## config.mk

```make
export PLATFORM = sky130hd
export DESIGN_NAME = pred_out_sel
export DESIGN_NICKNAME = d
export VERILOG_FILES = /design/src/rtl/pred_sel_pkg.sv /design/src/rtl/pred_cmp_unit.sv /design/src/rtl/pred_align_pipe.sv /design/src/rtl/pred_out_mux.sv /design/src/rtl/pred_out_sel.sv
export SDC_FILE = /design/constraint.sdc
export NUM_CORES = 1
export LEC_CHECK = 0
export BUFFER_PORTS_ARGS = -buffer_cell sky130_fd_sc_hd__buf_2
export CAP_MARGIN = 10
export CORE_MARGIN = 2
export CORE_UTILIZATION = 30
export DETAILED_ROUTE_END_ITERATION = 8
export HOLD_SLACK_MARGIN = 0.02
export PLACE_DENSITY_LB_ADDON = 0.1
export SLEW_MARGIN = 25
export SYNTH_ARGS = -nofsm -noshare
export SYNTH_HDL_FRONTEND = slang
export SYNTH_SLANG_ARGS = --single-unit
```

## constraint.sdc

```tcl
create_clock -name clk -period 2.7 [get_ports clk]
set_input_delay 0.81 -clock clk [delete_from_list [all_inputs] [get_ports clk]]
set_output_delay 0.81 -clock clk [all_outputs]
set_load 0.05 [all_outputs]
```

## src/rtl/pred_sel_pkg.sv

```systemverilog
package pred_sel_pkg;

    localparam int DATA_W = 32;

    typedef enum logic [1:0] {
        SEL_FIX_A  = 2'b00,
        SEL_FIX_B  = 2'b01,
        SEL_PRED_A = 2'b10,
        SEL_PRED_B = 2'b11
    } sel_mode_e;

    typedef enum logic [1:0] {
        CMP_EQ  = 2'b00,
        CMP_NE  = 2'b01,
        CMP_SLT = 2'b10,
        CMP_ULT = 2'b11
    } cmp_op_e;

    typedef struct packed {
        logic              vld;
        logic              flag;
        sel_mode_e         mode;
        logic [DATA_W-1:0] a;
        logic [DATA_W-1:0] b;
    } stage_t;

    localparam int STAGE_W = $bits(stage_t);

endpackage

```

## src/rtl/pred_cmp_unit.sv

```systemverilog
module pred_cmp_unit
    import pred_sel_pkg::*;
(
    input  cmp_op_e           op,
    input  logic [DATA_W-1:0] lhs,
    input  logic [DATA_W-1:0] rhs,
    output logic              flag
);
    logic same;
    logic lt_u;
    logic lt_s;

    always_comb begin
        same = (lhs == rhs);
        lt_u = (lhs < rhs);
        // signs differ: the negative one is smaller; else unsigned order holds
        if (lhs[DATA_W-1] != rhs[DATA_W-1])
            lt_s = lhs[DATA_W-1];
        else
            lt_s = lt_u;
    end

    always_comb begin
        unique case (op)
            CMP_EQ:  flag = same;
            CMP_NE:  flag = !same;
            CMP_SLT: flag = lt_s;
            default: flag = lt_u;
        endcase
    end

    always_comb begin
        if (op == CMP_NE && lhs == rhs)
            p_ne_equal_r6: assert (!flag);
    end
endmodule

```

## src/rtl/pred_align_pipe.sv

```systemverilog
module pred_align_pipe #(
    parameter int W   = 8,
    parameter int LAT = 1
) (
    input  logic         clk,
    input  logic         rst,
    input  logic [W-1:0] d,
    output logic [W-1:0] q
);
    generate
        if (LAT == 0) begin : g_bypass
            assign q = d;
        end else begin : g_regs
            logic [W-1:0] stg [LAT];
            for (genvar i = 0; i < LAT; i++) begin : g_stage
                always_ff @(posedge clk) begin
                    if (rst)
                        stg[i] <= '0;
                    else if (i == 0)
                        stg[i] <= d;
                    else
                        stg[i] <= stg[(i == 0) ? 0 : i-1];
                end
            end
            assign q = stg[LAT-1];
        end
    endgenerate
endmodule

```

## src/rtl/pred_out_mux.sv

```systemverilog
module pred_out_mux
    import pred_sel_pkg::*;
(
    input  sel_mode_e         mode,
    input  logic              flag,
    input  logic [DATA_W-1:0] a,
    input  logic [DATA_W-1:0] b,
    output logic [DATA_W-1:0] y
);
    logic pick_b;

    // first multiplexer: source of the select; second: the data path
    always_comb begin
        unique case (mode)
            SEL_FIX_A:  pick_b = 1'b0;
            SEL_FIX_B:  pick_b = 1'b1;
            SEL_PRED_A: pick_b = !flag;
            default:    pick_b = flag;
        endcase
        y = pick_b ? b : a;
    end
endmodule

```

## src/rtl/pred_out_sel.sv

```systemverilog
module pred_out_sel
    import pred_sel_pkg::*;
#(
    parameter int LAT = 1
) (
    input  logic              clk,
    input  logic              rst,
    input  logic              in_valid,
    input  logic [DATA_W-1:0] cand_a,
    input  logic [DATA_W-1:0] cand_b,
    input  logic [DATA_W-1:0] cmp_lhs,
    input  logic [DATA_W-1:0] cmp_rhs,
    input  logic [1:0]        cmp_op,
    input  logic [1:0]        sel_cfg,
    output logic              out_valid,
    output logic [DATA_W-1:0] out_data,
    output logic              out_flag
);
    logic   new_flag;
    stage_t ins;
    stage_t aln;
    logic [STAGE_W-1:0] aln_raw;

    pred_cmp_unit u_cmp (
        .op   (cmp_op_e'(cmp_op)),
        .lhs  (cmp_lhs),
        .rhs  (cmp_rhs),
        .flag (new_flag)
    );

    always_comb begin
        ins.vld  = in_valid;
        ins.flag = new_flag;
        ins.mode = sel_mode_e'(sel_cfg);
        ins.a    = cand_a;
        ins.b    = cand_b;
    end

    pred_align_pipe #(.W(STAGE_W), .LAT(LAT)) u_pipe (
        .clk (clk),
        .rst (rst),
        .d   (ins),
        .q   (aln_raw)
    );

    assign aln = stage_t'(aln_raw);

    pred_out_mux u_mux (
        .mode (aln.mode),
        .flag (aln.flag),
        .a    (aln.a),
        .b    (aln.b),
        .y    (out_data)
    );

    assign out_valid = aln.vld;
    assign out_flag  = aln.flag;

    p_fix_a_r2: assert property (@(posedge clk) disable iff (rst)
        (aln.mode == SEL_FIX_A) |-> (out_data == aln.a));
    p_fix_b_r3: assert property (@(posedge clk) disable iff (rst)
        (aln.mode == SEL_FIX_B) |-> (out_data == aln.b));
    p_pred_true_r4: assert property (@(posedge clk) disable iff (rst)
        (aln.mode == SEL_PRED_A && aln.flag) |-> (out_data == aln.a));
    p_pred_false_r5: assert property (@(posedge clk) disable iff (rst)
        (aln.mode == SEL_PRED_B && !aln.flag) |-> (out_data == aln.a));

    generate
        if (LAT > 0) begin : g_reg_checks
            p_reset_clear_r1: assert property (@(posedge clk)
                $past(rst) |-> (!out_valid && out_data == '0 && !out_flag));
        end
        if (LAT == 1) begin : g_lat1_checks
            p_valid_delay_r10: assert property (@(posedge clk) disable iff (rst)
                !$past(rst) |-> (out_valid == $past(in_valid)));
            p_ult_align_r8: assert property (@(posedge clk) disable iff (rst)
                (!$past(rst) && $past(cmp_op) == 2'b11)
                    |-> (out_flag == $past(cmp_lhs < cmp_rhs)));
        end
    endgenerate
endmodule

```

# [Word level (Yosys, flattened, before mapping)]
# Memories as Yosys holds them, arrays and structs flattened.
# Cells that the tools add are included.
[op_classes] mux=9 n_lt_le_gt_ge=1 mul=0 eq_ne=6 n_div=0 n_reduce_logical=5 shift=0 n_addsub=0 bitwise=0
[ops] op="2-to-1 mux 68 bit" count=1
[ops] op="OR reduction 68 bit" count=1
[ops] op="equality test 32 bit" count=1
[ops] op="< comparator 32 bit" count=1
[ops] op="2-to-1 mux 32 bit" count=1
[ops] op="case mux 1 bit (3 select lines)" count=2
[ops] op="2-to-1 mux 1 bit" count=5
[ops] op="equality test 2 x 1 -> 1 bit (second input constant)" count=2
[ops] op="equality test 2 bit (second input constant)" count=2
[ops] op="logical NOT 2 bit" count=2
[ops] op="logical NOT 1 bit" count=2
[ops] op="inequality test 1 bit" count=1
[word_totals] rom_bits=0 reg_bits=0 mem_bits_rw=68 latchBits=0 wordCells=22 n_memories=1 out_inout_bits=34
[mem_list] name="u_pipe.g_regs.stg" depth=1 word_bits=68 rd=1 rd_ports_with_merged_regs=0 wr=1 line="pred_align_pipe.sv:14" text="logic [W-1:0] stg [LAT];"

# [Depth between registers and ports, before layout]
# Gate-level depths: netlist of the first run.
[depth] depth_word=4 ltp_mapped=7

# [Cells and area by module]
# Synthesis of the first run repeated with hierarchy kept, for this count alone.
[hier_totals] hier_cells=300 area_unflattened_um2=3261.9
[modules_own_cells] mod="pred_align_pipe" cells_each=143 area_per_inst_um2=1836.8 n_inst=1
[modules_own_cells] mod="pred_cmp_unit" cells_each=120 area_per_inst_um2=877.1 n_inst=1
[modules_own_cells] mod="pred_out_mux" cells_each=37 area_per_inst_um2=548.0 n_inst=1

# [Worst setup path after synthesis of the first run]
# Ideal clock, no wire load.
[synth_path] kind="reg2out" start="mem u_pipe.g_regs.stg[0][66] (netlist bit)" end="out out_data[5]" arrival_ns=1.756 setup_slack_ns=0.134 t_required_ns=1.890 stages_incl_launch_ff=5 n_path_buf=1 path_cell_list="dfxtp_1 -> nor2b_1 -> xnor2_2 -> buf_2 -> mux2_1"
[synth_between] elab_chain_len=4
[synth_rtl] item="from (decl)" line="pred_align_pipe.sv:14"
[synth_rtl] item="memory read (1 x 68 bit) (*)"
[synth_rtl] item="logical NOT 1 bit" line="pred_out_mux.sv:17" text="SEL_PRED_A: pick_b = !flag;"
[synth_rtl] item="case mux 1 bit (3 select lines) (*)" line="pred_out_mux.sv:14" text="unique case (mode)"
[synth_rtl] item="2-to-1 mux 32 bit (*)" line="pred_out_mux.sv:20" text="y = pick_b ? b : a;"
[synth_rtl] item="to (decl)" line="pred_out_sel.sv:16" text="output logic [DATA_W-1:0] out_data,"
# Mark *: on every way between the ends. The rest lies on a longest branch, timed or not.

# [Worst setup path in the final report of the first run]
[layout_path] start="mem u_pipe.g_regs.stg[0][65] (netlist bit)" end="out out_data[3]"
[layout_between] elab_chain_len=4 word_cells_on_any_way=6 cone_classes="2 x eq/ne; 2 x mux; 1 x reduce/logical; 1 x memory"
[layout_rtl] item="memory read (1 x 68 bit) (*)"
[layout_rtl] item="equality test 2 bit (tied with other cells)" line="pred_out_mux.sv:14"
[layout_rtl] item="case mux 1 bit (3 select lines) (*)" line="pred_out_mux.sv:14"
[layout_rtl] item="2-to-1 mux 32 bit (*)" line="pred_out_mux.sv:20"
# Marks and branches as above.

==> results of run 1 <==
==> logic make-up after synthesis <==
family / Yosys count / share of synthesized area [%]
buffers and inverters: 47 / 5.86
flip-flops: 68 / 44.2
XOR/XNOR: 1 / 0.529
AND/OR/NAND/NOR: 97 / 19.2
AO/OA/AOI/OAI: 26 / 5.45
adder cells (fa/ha/maj): 32 / 13.0
multiplexers: 32 / 11.7
==> timing repair <==
| item | in CTS | in global routing |
|---|---|---|
| endpoints found under the setup margin | 18 | 0 |
| resized for setup | 2 | 0 |
| hold endpoints to repair | 0 | 0 |
==> layer usage <==
layer / share of wire, % / routed length, um / up-vias
met5: 0 / 0 / -
met4: 2.0 / 148 / 0
met3: 9.4 / 678 / 13
met2: 46 / 3300 / 99
met1: 43 / 3100 / 1135
li1: - / - / 1346
==> per-stage QoR <==
stage	setup slack, ns	utilization, %
after CTS	0.0562	43.7
after floorplan	0.134	-
after detailed placement	0.266	41.7
final	0.0815	43.7
after global placement	0.281	41.7
after global routing	0.0148	43.7
==> cells in the mapped netlist (2+ instances only) <==
master / number / area, sq um
nand3_1: 4 / 20.0
o211ai_1: 2 / 15.0
mux2_2: 30 / 338
nor2_1: 2 / 7.51
a21oi_1: 12 / 60.1
nand2_1: 7 / 26.3
nor2b_1: 70 / 438
buf_2: 3 / 15.0
nand4_1: 7 / 43.8
ha_1: 32 / 400
inv_1: 37 / 139
o21ai_0: 3 / 15.0
a221oi_1: 2 / 17.5
dfxtp_1: 68 / 1360
mux2_1: 2 / 22.5
clkbuf_1: 7 / 26.3
nor3_1: 2 / 10.0
==> power groups by stage <==
stage	logic [mW]	registers [mW]	clock network, mW
after floorplan	0.381	1.10	0
final	0.576	1.07	0.818
after CTS	0.584	1.07	0.856
after global placement	0.571	1.09	0
after detailed placement	0.579	1.09	0
after global routing	0.627	1.08	0.906
==> final timing paths <==
kind,slack [ns],from,endpoint,cells after the start
worst max-delay path,0.08,u_pipe.g_regs.stg[0][65],out_data[3],5
worst min-delay path,0.68,cand_a[29],u_pipe.g_regs.stg[0][61],2
==> final cells by class <==
| class | count | area (sq um) |
|---|---|---|
| clock buffers | 12 | 145 |
| clock inverters | 4 | 48.8 |
| fillers | 993 | 5560 |
| inverters | 37 | 139 |
| multi-input cells | 188 | 1550 |
| flip-flops and latches | 68 | 1360 |
| well taps | 133 | 166 |
| repair buffers | 172 | 900 |
==> results.json, run 1 <==
{
  "drtPass1Iterations": 4,
  "finalCritPeriodShare_pct": 97.0,
  "synth_edf_count": 0,
  "gr-usage-met1_pct": 15.6,
  "hold_class": "input pin to flop",
  "drt-wirelength-per-cell_um": 11.8,
  "fin_crit_ns": 2.62,
  "cts_buffer_depth": 2,
  "vias": 2593,
  "hold_viol": 0,
  "postSynthAreaPerCell_sq_um": 10.2,
  "met3_usage_pct": 5.50,
  "numCtsBuffers": 9,
  "clkTransAtPathRegs_ns": 0.07,
  "ant_nets": 0,
  "fin_setup_tns_ns": 0,
  "p_switching_uw": 719,
  "start_util_pct": 31.2,
  "switching_share_pct": 29.2,
  "status": "complete, no violations",
  "critPathKind": "flop to primary output",
  "power_frac_comb_pct": 23.4,
  "cellInternalPower_mw": 1.75,
  "dieWidth_um": 105,
  "slew_headroom_pct": 66.4,
  "hold_slack_ns": 0.681,
  "synth_ff_type": "dfxtp_1",
  "grt_busiest_layer": "met2",
  "synth.distinct_cells": 30,
  "cts-htree-levels": 3,
  "cp_top_family": "buffers and inverters",
  "gp_congestion": 0.715,
  "synth_warnings": 0,
  "rows": 36,
  "maxCapViolations": 0,
  "first_global_vias": 2514,
  "drtIter0Drc": 73,
  "syn_inst": 303,
  "start_kind": "flop",
  "ys_seq_elements": 68,
  "dp_hpwl_um": 5790,
  "fin_total_pwr_mw": 2.46,
  "ctsHoldBuffers": 0,
  "grt_max_degree": 46,
  "synthArstFlopShare_pct": 0,
  "place_area_sq_um": 4110,
  "rsz0062_at_grt": "no",
  "grt_antenna_before_repair": 1,
  "cp.required_ns": 1.89,
  "cts_setup_buffers": 0,
  "crit_chain": "nor2b_2 > xnor2_4 > buf_6 > mux2_2 > buf_2",
  "syn_nets": 470,
  "power_leakage_nw": 2.24,
  "layout_commonest_cell": "buf_2",
  "dp.cells": 598,
  "nNetsFinal": 643,
  "wl_um": 7230,
  "gr-total-overflow": 0,
  "mostFrequentLayoutCells": "buf_2 (168), nor2b_1 (69), dfxtp_1 (68)",
  "layout-drive-gt1-share_pct": 45.9,
  "power.density_nw_per_um2": 572,
  "grtUsageMet2_pct": 21.2,
  "grt_pass1_wl_um": 11500,
  "critPathMaxStageDelay_ns": 0.36,
  "fmax_ghz": 0.382,
  "finalSetupViolCount": 0,
  "crit_slowest_cell": "mux2_2",
  "largest_reg_flops": 68,
  "cts_sinks": 68,
  "endpoint_kind": "primary output",
  "antennaDiodeCount": 0,
  "worstMarginPinSlew_ns": 0.504,
  "reg_top3": "u_pipe.g_regs.stg (68)",
  "port_buffers": 168,
  "ir_worst_vdd_mv": 0.247,
  "design.portCount": 169,
  "core_sq_um": 9860,
  "crit_fanout": 14,
  "arrival_ns": 1.81,
  "die_area_sq_um": 11100,
  "yosysSeqAreaShare_pct": 44.2,
  "viasPerCell": 4.22,
  "pwr-share-seq_pct": 43.4,
  "die_h_um": 105,
  "regMostFlops": "u_pipe.g_regs.stg",
  "drc": 0,
  "clkPwrFrac_pct": 33.2,
  "syn_to_final_growth_pct": 40.1,
  "tritoncts": "yes",
  "final_cells": 614,
  "slew_viol_final": 0,
  "synth.cell_area_sq_um": 3080,
  "cp_num_buf_inv": 2,
  "track_usage_pct": 13.2,
  "cts-root-buf": "clkbuf_8",
  "fin_area_sq_um": 4310
}
(Power assumes the default switching activity.)
==> run 2: changes to the inputs <==
--- a/config.mk
+++ b/config.mk
@@ -12,6 +12,7 @@
 export DETAILED_ROUTE_END_ITERATION = 8
 export HOLD_SLACK_MARGIN = 0.02
 export PLACE_DENSITY_LB_ADDON = 0.1
+export RECOVER_POWER = 25
 export SLEW_MARGIN = 25
 export SYNTH_ARGS = -nofsm -noshare
 export SYNTH_HDL_FRONTEND = slang
==> run 2 against run 1 <==
Maximum frequency up 0.12%; global-route usage unchanged; non-clock buffer count is the same; via count decreased by 0.12%; hold slack about the same; critical path type unchanged; largest power group unchanged.
==> results.json, run 2 (synthesized netlist as in run 1, its figures left out) <==
{
  "grt_busiest_layer": "met2",
  "cts_sinks": 68,
  "first_global_vias": 2514,
  "die_h_um": 105,
  "slew_headroom_pct": 25.1,
  "regMostFlops": "u_pipe.g_regs.stg",
  "met3_usage_pct": 5.50,
  "critPathKind": "flop to primary output",
  "numCtsBuffers": 9,
  "syn_to_final_growth_pct": 39.5,
  "hold_class": "input pin to flop",
  "die_area_sq_um": 11100,
  "layout_commonest_cell": "buf_2",
  "hold_path_depth": 2,
  "worstMarginPinSlew_ns": 1.12,
  "crit_fanout": 14,
  "drt-wirelength-per-cell_um": 11.8,
  "gp_congestion": 0.715,
  "endpoint_kind": "primary output",
  "design.portCount": 169,
  "mostFrequentLayoutCells": "buf_2 (167), nor2b_1 (69), dfxtp_1 (68)",
  "fin_setup_tns_ns": 0,
  "tritoncts": "yes",
  "power.density_nw_per_um2": 573,
  "endpoint": "out_data[3]",
  "critPathLaunch": "u_pipe.g_regs.stg[0][65]",
  "start_util_pct": 31.2,
  "rows": 36,
  "grtUsageMet2_pct": 21.2,
  "drc": 0,
  "maxCapViolations": 0,
  "ant_nets": 0,
  "track_usage_pct": 13.2,
  "wl_um": 7230,
  "dp_hpwl_um": 5790,
  "gr-total-overflow": 0,
  "cts_setup_buffers": 0,
  "crit_slowest_cell": "mux2_2",
  "slew_viol_final": 0,
  "rsz0062_at_grt": "no",
  "antennaDiodeCount": 0,
  "cts-htree-levels": 3,
  "clkTransAtPathRegs_ns": 0.07,
  "cts_buffer_depth": 2,
  "fmax_ghz": 0.382,
  "drtIter0Drc": 64,
  "finalSetupViolCount": 0,
  "fin_crit_ns": 2.62,
  "crit_chain": "nor2b_2 > xnor2_4 > buf_6 > mux2_2 > buf_2",
  "arrival_ns": 1.81,
  "core_sq_um": 9860,
  "largest_reg_flops": 68,
  "port_buffers": 168,
  "grt_max_degree": 46,
  "cp.required_ns": 1.89,
  "critPathMaxStageDelay_ns": 0.36,
  "reg_top3": "u_pipe.g_regs.stg (68)",
  "gr-usage-met1_pct": 15.6,
  "status": "complete, no violations",
  "fillCellCount": 996,
  "drtPass1Iterations": 4,
  "viasPerCell": 4.22,
  "power_leakage_nw": 2.23,
  "vias": 2590,
  "grt_pass1_wl_um": 11500,
  "layout-drive-gt1-share_pct": 45.7,
  "finalCritPeriodShare_pct": 96.9,
  "hold_viol": 0,
  "cts-root-buf": "clkbuf_8",
  "start_kind": "flop",
  "dieWidth_um": 105,
  "ir_worst_vdd_mv": 0.247,
  "nNetsFinal": 643,
  "post-route-util_pct": 43.5,
  "grt_antenna_before_repair": 1
}
run 2: changes by cell type in the layout (fill, tap and decap cells not counted), sizes merged:
cell	previous run	this run
clkbuf	12	14
buf	172	170
run 2: what timing repair did:
item / in CTS / in global routing
setup endpoints to repair: 18 / 0
gates resized for setup: 2 / 0
hold buffers: 0 / 0
run 2: layout make-up:
type	instances	area [sq um]	share of cell area (%)
multi-input cells	188	1550	36.1
flip-flops and latches	68	1360	31.7
clock inverters	4	48.8	1.14
repair buffers	172	883	20.6
well taps	133	166	3.88
inverters	37	139	3.24
clock buffers	12	145	3.38
run 2: metrics by stage:
stage | cells | setup slack, ns | power [mW] | hold slack (ns) | cell area, sq um
2_1_floorplan | 303 | 0.134 | 1.48 | 0.938 | 3080
3_3_place_gp | 598 | 0.281 | 1.67 | 1.02 | 4110
3_5_place_dp | 598 | 0.266 | 1.67 | 1.02 | 4110
4_1_cts | 614 | 0.0562 | 2.51 | 0.661 | 4310
5_1_grt | 614 | 0.0148 | 2.61 | 0.664 | 4290
6_report | 614 | 0.0847 | 2.46 | 0.681 | 4290
run 2: power by group:
| part | internal (mW) | switching (mW) |
|---|---|---|
| combinational | 0.235 | 0.338 |
| sequential | 1.06 | 0.0130 |
| clock | 0.451 | 0.366 |
run 2: worst max-delay path: cells and delay by family (launching register included):
family,cells,cell delay (ns)
DFF,1,0.31
buffers and inverters,2,0.42
xor gates and xnor gates,1,0.16
muxes,1,0.36
and+or+nand+nor,1,0.23
run 2: worst min path at each step:
stage          startpoint                       end
2_1_floorplan   cand_b[0]   u_pipe.g_regs.stg[0][0]
3_3_place_gp    cand_a[1]  u_pipe.g_regs.stg[0][33]
3_5_place_dp   cand_a[29]  u_pipe.g_regs.stg[0][61]
4_1_cts        cand_b[30]  u_pipe.g_regs.stg[0][30]
5_1_grt         cand_a[2]  u_pipe.g_regs.stg[0][34]
6_report       cand_a[29]  u_pipe.g_regs.stg[0][61]
run 2: per-layer routing:
metal  vias to the layer above  share of wire [%]
met1                      1132                 43
met5                         -                  0
met2                        99                 45
met4                         0                2.0
met3                        13                9.4
li1                       1346                  -
==> run 3: changes to the inputs <==
--- a/config.mk
+++ b/config.mk
@@ -5,6 +5,7 @@
 export SDC_FILE = /design/constraint.sdc
 export NUM_CORES = 1
 export LEC_CHECK = 0
+export ABC_AREA = 1
 export BUFFER_PORTS_ARGS = -buffer_cell sky130_fd_sc_hd__buf_2
 export CAP_MARGIN = 10
 export CORE_MARGIN = 2
@@ -13,7 +14,7 @@
 export HOLD_SLACK_MARGIN = 0.02
 export PLACE_DENSITY_LB_ADDON = 0.1
 export RECOVER_POWER = 25
-export SLEW_MARGIN = 25
+export SLEW_MARGIN = 20
 export SYNTH_ARGS = -nofsm -noshare
 export SYNTH_HDL_FRONTEND = slang
 export SYNTH_SLANG_ARGS = --single-unit
==> run 3 against run 2 <==
Setup slack improved by 0.0081 ns; utilization rose by 0.53 points; sequential cell count unchanged; clock-buffer cell count is 1 lower; design area rose by 9.8%; global-route usage fell by 0.37 points; non-clock buffer count is 4 higher; cell count rose by 18%; synthesized cell count up 34%; total power increased by 13%; via count up 10%; combinational power up 15%; critical endpoint is now out_data[30].
==> results.json, run 3 <==
{
  "numCtsBuffers": 9,
  "final_cells": 726,
  "dp.cells": 704,
  "cellInternalPower_mw": 2.01,
  "drtPass1Iterations": 4,
  "ys_seq_elements": 68,
  "die_h_um": 108,
  "preCtsSetupSlack_ns": 0.398,
  "worstMarginPinSlew_ns": 1.35,
  "cp_top_family": "buffers and inverters",
  "syn_nets": 572,
  "power_frac_comb_pct": 23.7,
  "cp.required_ns": 1.89,
  "mostFrequentLayoutCells": "buf_2 (138), inv_1 (111), nor2_1 (77)",
  "synth_commonest_cells": "inv_1 (111), nor2_1 (77), dfxtp_1 (68), nand2_1 (41), ha_1 (32)",
  "pwr-share-seq_pct": 38.7,
  "drc": 0,
  "dieWidth_um": 108,
  "synth_top_area_share_pct": 41.8,
  "gr-total-overflow": 0,
  "synthTopCellsByArea": "dfxtp_1 (42%), inv_1 (13%), ha_1 (12%)",
  "drtIter0Drc": 88,
  "postSynthAreaPerCell_sq_um": 8.04,
  "rows": 38,
  "synth.distinct_cells": 22,
  "critPathLaunch": "u_pipe.g_regs.stg[0][66]",
  "layout-drive-gt1-share_pct": 39.6,
  "finalSetupViolCount": 0,
  "p_switching_uw": 761,
  "gp_congestion": 0.736,
  "fmax_ghz": 0.384,
  "synth_edf_count": 0,
  "nNetsFinal": 748,
  "syn_to_final_growth_pct": 44.7,
  "grt_max_degree": 69,
  "synth_ff_type": "dfxtp_1",
  "start_util_pct": 30.4,
  "synthArstFlopShare_pct": 0,
  "clkTransAtPathRegs_ns": 0.07,
  "arrival_ns": 1.80,
  "vias": 2848,
  "fin_total_pwr_mw": 2.78,
  "setup_ws_ns": 0.0928,
  "yosysMostFrequentCell": "inv_1",
  "endpoint_kind": "primary output",
  "port_buffers": 168,
  "syn_inst": 405,
  "core_sq_um": 10700,
  "crit_chain": "inv_1 > nand2_2 > xor2_4 > buf_12 > clkbuf_16 > mux2_1 > buf_4",
  "place_area_sq_um": 4260,
  "fin_area_sq_um": 4710,
  "fillCellCount": 1104,
  "rsz0062_at_grt": "yes",
  "cts_buffer_depth": 2,
  "largest_reg_flops": 68,
  "grt_pass1_wl_um": 11700,
  "layout_commonest_cell": "buf_2",
  "antennaDiodeCount": 0,
  "yosysSeqAreaShare_pct": 41.8,
  "finalCritPeriodShare_pct": 96.6,
  "dp_hpwl_um": 5880,
  "cts-htree-levels": 3,
  "viasPerCell": 3.92,
  "reg_top3": "u_pipe.g_regs.stg (68)",
  "crit_cells": 7,
  "grt_antenna_before_repair": 0,
  "ant_nets": 0,
  "track_usage_pct": 12.8,
  "crit_slowest_cell": "dfxtp_2",
  "switching_share_pct": 27.4,
  "cts-root-buf": "clkbuf_8",
  "start_kind": "flop",
  "cts_sinks": 68,
  "die_area_sq_um": 11700,
  "slew_viol_final": 0,
  "maxCapViolations": 0,
  "synth_warnings": 0,
  "hold_class": "input pin to flop",
  "tritoncts": "yes",
  "fin_setup_tns_ns": 0,
  "design.portCount": 169,
  "regMostFlops": "u_pipe.g_regs.stg",
  "drt-wirelength-per-cell_um": 10.7,
  "critPathMaxStageDelay_ns": 0.33,
  "status": "complete, no violations",
  "hold_viol": 0,
  "first_global_vias": 2736,
  "synth_largest_area_cell": "dfxtp_1",
  "cp_num_buf_inv": 4,
  "wl_um": 7800,
  "slew_headroom_pct": 9.70,
  "endpoint": "out_data[30]",
  "power_leakage_nw": 2.78,
  "ir_worst_vdd_mv": 0.319,
  "synth.cell_area_sq_um": 3260,
  "power.density_nw_per_um2": 589,
  "clkPwrFrac_pct": 37.6,
  "critPathKind": "flop to primary output",
  "crit_fanout": 8,
  "fin_crit_ns": 2.61
}
==> run 3: cell count changes after synthesis, moves of 2 or more <==
cell and delta:
a21oi_1 +2, a21oi_2 +3, a221oi_1 -2, buf_6 +3
clkbuf_1 -2, inv_1 +74, nand2_1 +34, nand2_2 +3
nand4_1 -6, nor2_1 +75, nor2b_1 -70, nor3_1 -2
o211ai_1 -2, o21a_1 +2
==> run 3: worst min path at each step <==
stage          startpoint                       end  cells past startpoint
6_report       cand_b[25]  u_pipe.g_regs.stg[0][25]                      3
5_1_grt        cand_b[22]  u_pipe.g_regs.stg[0][22]                      3
4_1_cts         cand_b[4]   u_pipe.g_regs.stg[0][4]                      3
3_5_place_dp   cand_b[19]  u_pipe.g_regs.stg[0][19]                      3
3_3_place_gp   cand_b[17]  u_pipe.g_regs.stg[0][17]                      3
2_1_floorplan   cand_b[0]   u_pipe.g_regs.stg[0][0]                      2
==> run 3: logic make-up after synthesis <==
family | synth area share (%)
AND/OR/NAND/NOR | 15.6
buffers and inverters | 14.8
flip-flops | 41.8
multiplexers | 11.1
adder cells (fa/ha/maj) | 12.3
AO/OA/AOI/OAI | 3.96
XOR/XNOR | 0.500
==> run 3: repair_timing <==
| item | CTS | global route |
|---|---|---|
| setup buffers | 0 | 3 |
| hold buffers | 0 | 0 |
| pin swaps | 0 | 0 |
| cloned | 0 | 3 |
| setup endpoints to repair | 2 | 30 |
| gates resized for setup | 2 | 67 |
==> run 3: power by group through the flow <==
stage               Clock (mW)  Combinational, mW  Sequential (mW)
floorplan                    0              0.402             1.10
global placement             0              0.575             1.10
detailed placement           0              0.586             1.10
CTS                       1.09              0.592             1.07
global route              1.12              0.725             1.08
finish                    1.04              0.658             1.07
==> run 3: layout make-up <==
class | instances | area [sq um] | share of cell area [%]
clock buffers | 11 | 151 | 3.21
clock inverters | 5 | 108 | 2.28
inverters | 111 | 417 | 8.84
multi-input cells | 215 | 1420 | 30.2
flip-flops and latches | 68 | 1360 | 28.9
well taps | 140 | 175 | 3.72
repair buffers | 176 | 1070 | 22.8
==> run 3: stage by stage <==
step | hold slack, ns | util (%)
3_3_place_gp | 1.01 | 39.8
5_1_grt | 0.653 | 44.0
3_5_place_dp | 1.02 | 39.8
4_1_cts | 0.649 | 42.3
6_report | 0.674 | 44.0
2_1_floorplan | 0.917 | -
==> run 3: per-layer routing <==
metal  up-vias  part of all wire (%)  GRT usage (%)
met5         -                     0              0
met4         0                   1.5           5.68
met3         8                   7.6           4.52
met2        91                    49           22.7
met1      1200                    42           13.7
li1       1549                     -              -
==> run 3: worst min-delay path, stage by stage <==
cell	delay, ns
buf_2	0.07
inv_1	0.03
nor2_1	0.06
